<file path="config.mk">
export PLATFORM = sky130hd
export DESIGN_NAME = dscp_rewrite
export DESIGN_NICKNAME = d
export VERILOG_FILES = /design/src/rtl/dscp_rw_pkg.sv /design/src/rtl/dscp_rw_table.sv /design/src/rtl/dscp_rw_port_cfg.sv /design/src/rtl/dscp_rewrite.sv
export SDC_FILE = /design/constraint.sdc
export NUM_CORES = 1
export LEC_CHECK = 0
export BUFFER_PORTS_ARGS = -buffer_cell sky130_fd_sc_hd__buf_2
export CORE_UTILIZATION = 53
export CTS_BUF_LIST = sky130_fd_sc_hd__clkbuf_8 sky130_fd_sc_hd__clkbuf_16
export CTS_CLUSTER_DIAMETER = 120
export DETAILED_ROUTE_END_ITERATION = 7
export GPL_ROUTABILITY_DRIVEN = 0
export GPL_TIMING_DRIVEN = 0
export PLACE_DENSITY = 0.7
export SYNTH_ARGS = -nofsm -noshare
export SYNTH_HDL_FRONTEND = slang
export SYNTH_HIERARCHICAL = 1
export SYNTH_SLANG_ARGS = --single-unit
</file>
<file path="constraint.sdc">
create_clock -name clk -period 4.3 [get_ports clk]
set_input_delay 0.43 -clock clk [delete_from_list [all_inputs] [get_ports clk]]
set_output_delay 0.43 -clock clk [all_outputs]
set_load 0.005 [all_outputs]
</file>
<file path="src/rtl/dscp_rw_pkg.sv">
package dscp_rw_pkg;

    parameter int DEF_DSCP_W = 6;
    parameter int DEF_QOS_W  = 3;
    parameter int DEF_DP_W   = 2;
    parameter int DEF_PORTS  = 8;

    // Per-port control flags
    typedef struct packed {
        logic trust;
        logic active;
    } port_flags_t;

endpackage

</file>
<file path="src/rtl/dscp_rw_table.sv">
// Classified-DSCP lookup table, indexed by {drop precedence, QoS class}.
module dscp_rw_table #(
    parameter int DSCP_W = dscp_rw_pkg::DEF_DSCP_W,
    parameter int QOS_W  = dscp_rw_pkg::DEF_QOS_W,
    parameter int DP_W   = dscp_rw_pkg::DEF_DP_W,
    localparam int IDX_W = QOS_W + DP_W,
    localparam int DEPTH = 1 << IDX_W
) (
    input  logic              clk,
    input  logic              rst_n,
    input  logic              wr_en,
    input  logic [IDX_W-1:0]  wr_addr,
    input  logic [DSCP_W-1:0] wr_data,
    input  logic [QOS_W-1:0]  rd_qos,
    input  logic [DP_W-1:0]   rd_dp,
    output logic [DSCP_W-1:0] rd_data
);

    logic [DSCP_W-1:0] mem_d [DEPTH];
    logic [DSCP_W-1:0] mem_q [DEPTH];
    logic [IDX_W-1:0]  rd_idx;

    // dp * 2**QOS_W + qos
    assign rd_idx  = {rd_dp, rd_qos};
    // Read from the registered array: a same-cycle write is not yet visible
    assign rd_data = mem_q[rd_idx];

    always_comb begin
        mem_d = mem_q;
        if (wr_en) begin
            mem_d[wr_addr] = wr_data;
        end
    end

    always_ff @(posedge clk or negedge rst_n) begin
        if (!rst_n) begin
            for (int i = 0; i < DEPTH; i++) begin
                mem_q[i] <= '0;
            end
        end else begin
            mem_q <= mem_d;
        end
    end

endmodule

</file>
<file path="src/rtl/dscp_rw_port_cfg.sv">
// Per-port trust and mapping-active flags.
module dscp_rw_port_cfg #(
    parameter int NUM_PORTS = dscp_rw_pkg::DEF_PORTS,
    localparam int PORT_W   = (NUM_PORTS > 1) ? $clog2(NUM_PORTS) : 1,
    localparam bit FULL     = ((1 << PORT_W) == NUM_PORTS)
) (
    input  logic              clk,
    input  logic              rst_n,
    input  logic              wr_en,
    input  logic [PORT_W-1:0] wr_port,
    input  logic              wr_trust,
    input  logic              wr_active,
    input  logic [PORT_W-1:0] rd_port,
    output logic              rd_trust,
    output logic              rd_active
);

    import dscp_rw_pkg::*;

    port_flags_t flags_d [NUM_PORTS];
    port_flags_t flags_q [NUM_PORTS];
    port_flags_t rd_flags;
    logic        wr_ok;

    generate
        if (FULL) begin : g_full
            assign wr_ok    = 1'b1;
            assign rd_flags = flags_q[rd_port];
        end else begin : g_partial
            // Port numbers beyond the last port write nothing and never rewrite
            assign wr_ok    = (int'(wr_port) < NUM_PORTS);
            assign rd_flags = (int'(rd_port) < NUM_PORTS) ? flags_q[rd_port]
                                                          : '{trust: 1'b0, active: 1'b0};
        end
    endgenerate

    assign rd_trust  = rd_flags.trust;
    assign rd_active = rd_flags.active;

    always_comb begin
        flags_d = flags_q;
        if (wr_en && wr_ok) begin
            flags_d[wr_port] = '{trust: wr_trust, active: wr_active};
        end
    end

    always_ff @(posedge clk or negedge rst_n) begin
        if (!rst_n) begin
            for (int i = 0; i < NUM_PORTS; i++) begin
                flags_q[i] <= '{trust: 1'b1, active: 1'b0};
            end
        end else begin
            flags_q <= flags_d;
        end
    end

endmodule

</file>
<file path="src/rtl/dscp_rewrite.sv">
// Egress DSCP rewrite selector: top level.
module dscp_rewrite #(
    parameter int NUM_PORTS = dscp_rw_pkg::DEF_PORTS,
    parameter int DSCP_W    = dscp_rw_pkg::DEF_DSCP_W,
    parameter int QOS_W     = dscp_rw_pkg::DEF_QOS_W,
    parameter int DP_W      = dscp_rw_pkg::DEF_DP_W,
    localparam int PORT_W   = (NUM_PORTS > 1) ? $clog2(NUM_PORTS) : 1,
    localparam int IDX_W    = QOS_W + DP_W
) (
    input  logic              clk,
    input  logic              rst_n,
    input  logic              in_valid,
    input  logic [PORT_W-1:0] in_port,
    input  logic [DSCP_W-1:0] in_frame_dscp,
    input  logic [QOS_W-1:0]  in_qos,
    input  logic [DP_W-1:0]   in_dp,
    input  logic              tbl_we,
    input  logic [IDX_W-1:0]  tbl_addr,
    input  logic [DSCP_W-1:0] tbl_data,
    input  logic              cfg_we,
    input  logic [PORT_W-1:0] cfg_port,
    input  logic              cfg_trust,
    input  logic              cfg_active,
    output logic              out_valid,
    output logic [DSCP_W-1:0] out_dscp
);

    typedef struct packed {
        logic              valid;
        logic [DSCP_W-1:0] dscp;
    } out_st_t;

    out_st_t           res_d, res_q;
    logic [DSCP_W-1:0] lk_cls_dscp;
    logic              lk_trust;
    logic              lk_active;

    dscp_rw_table #(
        .DSCP_W (DSCP_W),
        .QOS_W  (QOS_W),
        .DP_W   (DP_W)
    ) u_table (
        .clk     (clk),
        .rst_n   (rst_n),
        .wr_en   (tbl_we),
        .wr_addr (tbl_addr),
        .wr_data (tbl_data),
        .rd_qos  (in_qos),
        .rd_dp   (in_dp),
        .rd_data (lk_cls_dscp)
    );

    dscp_rw_port_cfg #(
        .NUM_PORTS (NUM_PORTS)
    ) u_port_cfg (
        .clk       (clk),
        .rst_n     (rst_n),
        .wr_en     (cfg_we),
        .wr_port   (cfg_port),
        .wr_trust  (cfg_trust),
        .wr_active (cfg_active),
        .rd_port   (in_port),
        .rd_trust  (lk_trust),
        .rd_active (lk_active)
    );

    always_comb begin
        res_d       = res_q;
        res_d.valid = in_valid;
        if (in_valid) begin
            res_d.dscp = (lk_trust && lk_active) ? lk_cls_dscp : in_frame_dscp;
        end
    end

    always_ff @(posedge clk or negedge rst_n) begin
        if (!rst_n) begin
            res_q <= '0;
        end else begin
            res_q <= res_d;
        end
    end

    assign out_valid = res_q.valid;
    assign out_dscp  = res_q.dscp;

endmodule

</file>
# Word level (Yosys, flattened, before mapping)
# Cells that the tools add are included.
[op_classes]
order_cmp = 6
mux = 13
bitwise_logic = 4
reduce_logical = 3
[op_table]
columns = ["op", "n"]
rows = [
  ["$bwmux 192", 1],
  ["$bmux 6 s5", 1],
  ["$demux 6 s5", 1],
  ["$mux 6", 4],
  ["$bwmux 16", 1],
  ["$ge 6x6->1 const B", 2],
  ["$not 5->6", 2],
  ["$ge 4x4->1 const B", 2],
  ["$not 3->4", 2],
  ["$bmux 2 s3", 1],
  ["$demux 2 s3", 1],
  ["$lt 6x1->1 const B", 1],
  ["$mux 2", 3],
  ["$lt 4x1->1 const B", 1],
  ["$logic_and 1x1->1", 3],
]
[totals]
regBits = 215
out_inout_bits = 7

# Logic depth before layout (Yosys ltp)
# Gate-level depths: netlist (run 1).
[depth]
ltp_word = 6
ltp_mapped = 7

# Hierarchy
# The synthesis (run 1) kept the hierarchy.
[modules_own_cells]
columns = ["mod", "instances", "cells_each", "area_each_um2", "seq_area_each_um2"]
rows = [
  ["dscp_rw_table", 1, 529, 8762.2, 4804.6],
  ["dscp_rw_port_cfg", 1, 46, 797.0, 410.4],
  ["dscp_rewrite", 1, 34, 349.1, 175.2],
]

# Least setup slack after synthesis (run 1)
# No wires, ideal clock.
[synth_path]
kind = "input to register"
from = "input port in_qos[2]"
to = "register res_q, in the netlist out_dscp[0]"
arrival_time_ns = 2.297
t_required_ns = 4.170
slack_ns = 1.873
stages = 7
n_path_buf = 2
cell_sequence = "clkbuf_1 clkbuf_1 mux4_2 mux4_2 mux2_2 nand3_1 a31oi_1"
[synth_via]
elab_chain_cells = 5
[synth_lines]
columns = ["item", "line", "source"]
rows = [
  ["start: declaration", "dscp_rewrite.sv:15", "input logic [QOS_W-1:0] in_qos,"],
  ["$not 5->6 (not written as such)", "dscp_rw_table.sv:26", "assign rd_data = mem_q[rd_idx];"],
  ["$bmux 6 s5", "dscp_rw_table.sv:26", ""],
  ["$mux 6 (not written as such) (2 in a row)", "dscp_rw_table.sv:26", ""],
  ["via lk_cls_dscp[0]", "dscp_rewrite.sv:34", "logic [DSCP_W-1:0] lk_cls_dscp;"],
  ["$mux 6", "dscp_rewrite.sv:71", "res_d.dscp = (lk_trust && lk_active) ? lk_cls_dscp : in_frame_dscp;"],
  ["end signal: assignment", "dscp_rewrite.sv:79", "res_q <= res_d;"],
  ["end: declaration", "dscp_rewrite.sv:33", "out_st_t res_d, res_q;"],
]
# The timed path passes the listed nets, and every way through them passes these cells. The select of a mux whose other input is x is not followed.
# A chain may end at the register's enable or synchronous reset.

# Final worst setup path (run 1)
[layout_path]
from = "input port in_qos[2]"
to = "register res_q, in the netlist out_dscp[4]"
# Same word-level chain as after synthesis.

==> summary.md, run 1 <==
| Metric | Value |
|---|---|
| P_sw | `1.375 mW` |
| Net count, final | `710` |
| Final-report hold violation count | `0` |
| Slew @ Worst Pin | `0.8774 ns` |
| Cell Rows | `49` |
| Clock power share | `0.372` |
| Post-route cell area | `11250 µm²` |
| Worst r2r dst | `out_dscp[4]` |
| Synthesized flop and latch total | `215` |
| CTS hold repair buffers | `1` |
| Crit-path max FO | `10` |
| Crit-path cells | `clkbuf_1, buf_1, mux4_2, mux4_2, mux2_2, nand3_1, a31oi_1` |
| Bufs and invs on worst path | `2` |
| Register share of total power | `0.472` |
| Post-CTS Setup Inserts | `0` |
| CP Data Arrival Time | `3.10 ns` |
| Inserted Clock Buffers | `24` |
| Crit path from | `in_qos[2]` |
| Crit. End Element | `register` |
| Synth top cells by count | `dfrtp_1, mux2_1, mux4_2` |
| IO Pins | `42` |
| Synth Cell Area | `9908 µm²` |
| Post-DP HPWL | `16.06 mm` |
| Worst Setup Path Type | `input pin to register` |
| Root buffer cell | `clkbuf_16` |
| Final worst-path cycle share | `0.6324` |
| Top cells by area, synth | `dfrtp_1, mux2_1, mux4_2, mux2_2, dfstp_2` |
| Most frequent cell after synthesis | `dfrtp_1` |
| Synth cell types | `27` |
| Slew Limit Fails | `0` |
| Worst Hold Launch | `in_valid` |
| Fillers | `1363` |
| CORE AREA | `18150 µm²` |
| CTS tree | `done` |
| Combinational Power Share | `0.157` |
| Setup Skew | `0.01247 ns` |
| Die Wd | `138.7 µm` |
| Fraction of registers with async set/reset | `1.000` |
| Total GRT Usage | `0.2471` |
| Failing checks | `DRC` |
| Routed Antenna Nets | `0` |
| CTS Buffer Depth | `3` |
| WHS | `0.06160 ns` |
| CP most frequent cell | `mux4_2` |
| Initial DRC count | `478` |
| R2r setup slk | `2.27 ns` |
| R2R Path Start | `u_table/mem_q[22]` |
| Die extent in y | `138.7 µm` |
| Area share of the largest cell type after synthesis | `0.5228` |
| Crit path launch type | `input pin` |
| WL per Instance | `24.33 µm` |
| Grt total ovfl | `0` |
| Largest net degree at the start of global routing | `124` |
| Max Cap Viol | `0` |
| Proportion of layout cells with a drive suffix above 1 | `0.2616` |
| Hold EP | `out_valid` |
| Sw Share | `0.2465` |
| Total number of vias | `5627` |
| Register area | `5390 µm²` |
| Syn Area/Cell | `16.27 µm²` |
| DRT Pass-1 Iters | `8` |
| Placed cell areas | `10420 µm²` |
| Synth Flop Type | `dfrtp_1` |
| Initial Util | `0.5460` |
| RSZ-0062 raised after global routing | `no` |
| Yosys top cell by area | `dfrtp_1` |
| Clk Latency, worst-skew pair | `0.52 ns` |
| Area of the multi-input gates | `4353 µm²` |
| Critical path's top delay family | `buffers and inverters` |
| Max-Slew Margin vs Limit | `0.4150` |
| PwrDens | `495.8 nW/µm²` |
| Worst-case reg-to-reg path depth | `5` |
| Syn Inst Count | `609` |
| Area grow syn2layout | `13.52%` |
| Max VDD drop | `0.0003808 V` |
| Vias per cell | `6.096` |
| # resized after CTS | `0` |
| Syn_nets | `644` |
| Initial antenna violation count | `3` |
| Post-synthesis sequential area ratio | `0.5440` |
| Status | `complete, but fails checks` |
| LEAKAGE | `5.077 nW` |
| H-tree depth | `1` |
| Crit path largest cell delay | `0.65 ns` |
| Setup violators final | `0` |
| Post-layout min period | `2.719 ns` |
| Required time of the critical path | `4.68 ns` |
| Hold depth | `1` |
| Internal | `4.202 mW` |
| Die Area | `19250 µm²` |
| Global-route wire length before repair | `35.94 mm` |
| Routed wire length | `22.46 mm` |
| Hold crit path type | `input pin to register` |
| Vias in the first global route | `6117` |
| Port buffer count | `38` |
| Yosys warns | `6` |
| Post-synth EDFFs | `0` |
| Clock transition at the registers of the reported paths | `0.06 ns` |
| CP max-delay cell | `buf_1` |
| Final core utilization | `0.6198` |
| Fmax | `367.7 MHz` |
| DRC viols | `6` |
| Clk sinks | `215` |
[metrics by stage]
step	setup TNS, ns	setup WS [ns]	total power [mW]	instances
2_1_floorplan	0	1.873	3.207	609
3_3_place_gp	-113.41	-0.5586	3.454	876
3_5_place_dp	0	1.105	3.538	877
4_1_cts	0	1.654	5.616	921
5_1_grt	0	1.516	5.819	923
6_report	0	1.581	5.576	923
[worst max-delay path by stage]
stage / slack (ns) / endpoint / cells after the start
2_1_floorplan: 1.87 / out_dscp[0] / 7
3_3_place_gp: -0.56 / u_table/mem_q[21] / 1
3_5_place_dp: 1.11 / out_dscp[5] / 7
4_1_cts: 1.65 / out_dscp[4] / 7
5_1_grt: 1.52 / out_dscp[4] / 7
6_report: 1.58 / out_dscp[4] / 7
[layout by cell type, fill, tap and decap left out, types with 3 or more instances in the layout]
master and instances:
nand4b_1 3, nand3_1 8, and4bb_2 3, clkbuf_16 25, nor3b_1 4, mux4_1 4
nand2_1 16, dfstp_2 8, nand3b_1 5, mux2_2 24, a31oi_1 6, inv_1 6
clkbuf_1 24, nor2_1 22, dfrtp_1 207, clkinv_2 4, buf_2 40, mux4_2 60
buf_6 4, clkbuf_8 6, mux2_1 192, a21bo_1 4
[power groups by stage]
stage	registers [mW]	logic (mW)	clock network, mW
after global routing	2.67	0.946	2.20
after detailed placement	2.66	0.877	0
after floorplan	2.58	0.625	0
after CTS	2.63	0.883	2.11
final	2.63	0.875	2.07
after global placement	2.62	0.833	0
[registers in the layout, indices dropped and copies added, names as in the netlist]
register and cells:
out_dscp 6, out_valid 1, u_port_cfg/flags_q 16, u_table/mem_q 192
[cell type report]
class                   instances  share of cell area
repair buffers                 40             0.02113
flip-flops and latches        215              0.4792
well taps                     229             0.02547
diodes                          2           0.0004449
multi-input cells             360              0.3870
clock inverters                12            0.009121
clock buffers                  31             0.06296
plain buffers                  34             0.01468
[layer usage]
| metal | GRT usage | wire, µm |
|---|---|---|
| met1 | 0.3419 | 9842 |
| met2 | 0.4176 | 11120 |
| met3 | 0.03177 | 1046 |
| met4 | 0.06433 | 450 |
| met5 | 0 | 0 |
[logic make-up (layout without fill, tap and decap cells)]
kind of cell,count (synthesis),count (layout),share of synthesized area
and+or+nand+nor,68,68,0.03700
AOI/OAI and AO/OA,12,12,0.009850
DFF,215,215,0.5440
other,0,2,0
muxes,280,280,0.3925
buffers and inverters,34,117,0.01667
No activity file was read; power rests on OpenSTA's default activity.
==> run 2, diff against run 1 <==
--- a/config.mk
+++ b/config.mk
@@ -5,6 +5,7 @@
 export SDC_FILE = /design/constraint.sdc
 export NUM_CORES = 1
 export LEC_CHECK = 0
+export ABC_AREA = 1
 export BUFFER_PORTS_ARGS = -buffer_cell sky130_fd_sc_hd__buf_2
 export CORE_UTILIZATION = 53
 export CTS_BUF_LIST = sky130_fd_sc_hd__clkbuf_8 sky130_fd_sc_hd__clkbuf_16
@@ -12,7 +13,7 @@
 export DETAILED_ROUTE_END_ITERATION = 7
 export GPL_ROUTABILITY_DRIVEN = 0
 export GPL_TIMING_DRIVEN = 0
-export PLACE_DENSITY = 0.7
+export PLACE_DENSITY = 0.73
 export SYNTH_ARGS = -nofsm -noshare
 export SYNTH_HDL_FRONTEND = slang
 export SYNTH_HIERARCHICAL = 1
==> constraint.sdc (replaced) <==
create_clock -name clk -period 2.4 [get_ports clk]
set_input_delay 0.24 -clock clk [delete_from_list [all_inputs] [get_ports clk]]
set_output_delay 0.24 -clock clk [all_outputs]
set_load 0.005 [all_outputs]
==> summary.md, run 2 <==
| Metric | Value |
|---|---|
| LEAKAGE | `5.587 nW (+10%)` |
| RSZ-0062 raised after global routing | `no` |
| Setup Skew | `0.01944 ns (+0.006973 ns)` |
| Post-Place Cells | `1590 (+81%)` |
| Vias in the first global route | `8742 (+43%)` |
| Proportion of layout cells with a drive suffix above 1 | `0.08761 (-0.1740)` |
| DRT Pass-1 Iters | `6 (-2)` |
| Routed wire length | `29.26 mm (+30%)` |
| Post-synth EDFFs | `0 (unchanged)` |
| Hold EP | `out_dscp[3]` |
| R2R Path Start | `u_table/mem_q[160]` |
| Post-layout min period | `1.877 ns` |
| Hold crit path type | `input pin to register` |
| Port buffer count | `38 (unchanged)` |
| Routed Antenna Nets | `0 (unchanged)` |
| DRC viols | `0 (-6)` |
| Synth Cell Area | `10120 µm² (+2.2%)` |
| Clk Latency, worst-skew pair | `0.53 ns (about the same)` |
| R2r setup slk | `0.90 ns (-1.37 ns)` |
| Die extent in y | `140.2 µm (+1.1%)` |
| Clock transition at the registers of the reported paths | `0.06 ns (about the same)` |
| Clk sinks | `215 (unchanged)` |
| Worst-case reg-to-reg path depth | `12 (+7)` |
| Inserted Clock Buffers | `24 (unchanged)` |
| Most frequent cells in the layout | `nand2_1, dfrtp_1, nand3_1` |
| Status | `completed` |
| Most frequent cell after synthesis | `nand2_1` |
| CTS tree | `done` |
| Post-route cell area | `11510 µm² (+2.3%)` |
| Syn_nets | `1351 (+110%)` |
| WHS | `0.03104 ns (-0.03056 ns)` |
| PwrDens | `866.6 nW/µm² (+75%)` |
| Area share of the largest cell type after synthesis | `0.5116 (-0.01118)` |
| Antenna diode count | `0 (-2)` |
| Largest register by flop count | `u_table/mem_q` |
| Final worst-path cycle share | `0.7822` |
| Total GRT Usage | `0.3090 (+0.06196)` |
| WL per Instance | `17.86 µm (-27%)` |
| Post-synthesis sequential area ratio | `0.5324 (-0.01163)` |
| H-tree depth | `1 (unchanged)` |
| Synth cell types | `21 (-22%)` |
| Crit-path max FO | `10 (unchanged)` |
| Area grow syn2layout | `13.67%` |
| Hold depth | `5 (+4)` |
| Net count, final | `1421 (+100%)` |
| Worst setup margin | `0.5227 ns (-1.058 ns)` |
| Worst Hold Launch | `in_frame_dscp[3]` |
| Worst Setup Path Type | `input pin to register` |
| Largest net degree at the start of global routing | `94 (-24%)` |
| Crit. End Element | `register` |
| Slew Limit Fails | `0 (unchanged)` |
| Max reg flops | `192 (unchanged)` |
| Root buffer cell | `clkbuf_16` |
| Max-Slew Margin vs Limit | `0.3510 (-0.06406)` |
| Global-route wire length before repair | `46.51 mm (+29%)` |
| Total number of vias | `9238 (+64%)` |
| Placed cell areas | `10670 µm² (+2.4%)` |
| Initial Util | `0.5413 (-0.004716)` |
| Die Wd | `140.2 µm (+1.1%)` |
| Grt total ovfl | `0 (unchanged)` |
| Syn Inst Count | `1316 (+120%)` |
| Max VDD drop | `0.0006031 V (+58%)` |
| Cell Rows | `50 (+2.0%)` |
| Synth top cells by count | `nand2_1, dfrtp_1, nand3_1` |
| Yosys warns | `6 (unchanged)` |
| Area of the multi-input gates | `4131 µm² (-5.1%)` |
| GRT met2 Usage | `0.4713 (+0.05374)` |
| Fraction of registers with async set/reset | `1.000 (unchanged)` |
| Syn Area/Cell | `7.694 µm² (-53%)` |
| Fmax | `532.7 MHz` |
| Worst r2r dst | `out_dscp[4]` |
| Vias per cell | `5.640 (-7.5%)` |
| Required time of the critical path | `2.81 ns (-1.87 ns)` |
| Crit path launch type | `input pin` |
| Met1 usage | `0.4389 (+0.09707)` |
| Synthesized flop and latch total | `215 (unchanged)` |
| Final-report hold violation count | `0 (unchanged)` |
| Initial antenna violation count | `0 (-3)` |
| CP Data Arrival Time | `2.28 ns (-0.82 ns)` |
| CTS Buffer Depth | `3 (unchanged)` |
| Post-DP HPWL | `20.09 mm (+25%)` |
| Yosys top cell by area | `dfrtp_1` |
| Place WS | `0.07859 ns (-1.026 ns)` |
| Leading cell type in the layout, fill and taps excluded | `nand2_1` |
| Fin cells | `1638 (+77%)` |
| IO Pins | `42 (unchanged)` |
| Fillers | `1706 (+25%)` |
| Final core utilization | `0.6153 (-0.004578)` |
| Synth Flop Type | `dfrtp_1` |
| Register area | `5390 µm² (unchanged)` |
| Initial DRC count | `1027 (+110%)` |
| Top cells by area, synth | `dfrtp_1, nand2_1, nand3_1, o21ai_0, clkbuf_1` |
| Slew @ Worst Pin | `0.9683 ns (+0.09082 ns)` |
| Die Area | `19660 µm² (+2.2%)` |
| Global routing's busiest layer | `met2` |
| CORE AREA | `18710 µm² (+3.1%)` |
| Met3 usage | `0.04991 (+0.01815)` |
| Setup violators final | `0 (unchanged)` |
| Max Cap Viol | `0 (unchanged)` |
==> run 2: area by class of cell <==
class,count,area share
Clock inverter,15,0.01098
Multi-Input combinational cell,952,0.3590
Clock buffer,29,0.05817
Sequential cell,215,0.4684
Inverter,60,0.01968
Buffer,89,0.03272
Tap cell,234,0.02544
Timing Repair Buffer,44,0.02566
==> run 2: cell families (layout without fill, tap and decap cells) <==
logic type / after synthesis / after routing / share of synthesized area
simple gates: 744 / 744 / 0.3052
flops: 215 / 215 / 0.5324
buf+inv: 149 / 237 / 0.05957
compound gates: 208 / 208 / 0.1028
==> run 2: where the power goes <==
group | internal, mW | switching, mW | total, mW
sequential | 4.34 | 0.382 | 4.72
clock | 2.19 | 1.46 | 3.64
combinational | 0.597 | 1.01 | 1.61
total | 7.12 | 2.85 | 9.97
==> run 2: how the worst max path moves through the flow <==
stage               from                 to  depth (start not counted)
3_3_place_gp       rst_n  u_table/mem_q[20]                          1
4_1_cts        in_qos[1]        out_dscp[4]                         15
5_1_grt        in_qos[1]        out_dscp[3]                         15
3_5_place_dp   in_qos[1]        out_dscp[3]                         15
2_1_floorplan  in_qos[0]        out_dscp[1]                         16
6_report       in_qos[1]        out_dscp[4]                         15
==> run 2: per-stage QoR <==
stage / TNS [ns] / power (mW)
global route: 0 / 10.49
CTS: 0 / 9.990
detailed placement: 0 / 6.338
floorplan: 0 / 5.758
finish: 0 / 9.973
global placement: -538.86 / 6.245
==> run 2: what timing repair did <==
action / in CTS / in global routing
setup endpoints to repair: 0 / 0
gates resized for setup: 0 / 0
endpoints found under the hold margin: 50 / 0
hold buffers: 4 / 0
buffers inserted: 0 / 0
==> run 2: worst max-delay path: stages <==
cell      delay, ns
buf_2          0.14
inv_1          0.09
buf_2          0.25
clkbuf_1       0.56
nand3_1        0.23
nand3_1        0.15
nand2_1        0.06
nand2_1        0.06
nand2_1        0.10
nand2_1        0.07
nand2_1        0.08
inv_1          0.06
nand3_1        0.06
nand3_1        0.08
nand2_1        0.05
==> run 2: metal layers <==
metal | vias to the layer above | routed length (µm)
li1 | 4378 | -
met4 | 0 | 1051
met5 | - | 0
met1 | 4337 | 12660
met3 | 76 | 2554
met2 | 447 | 12990
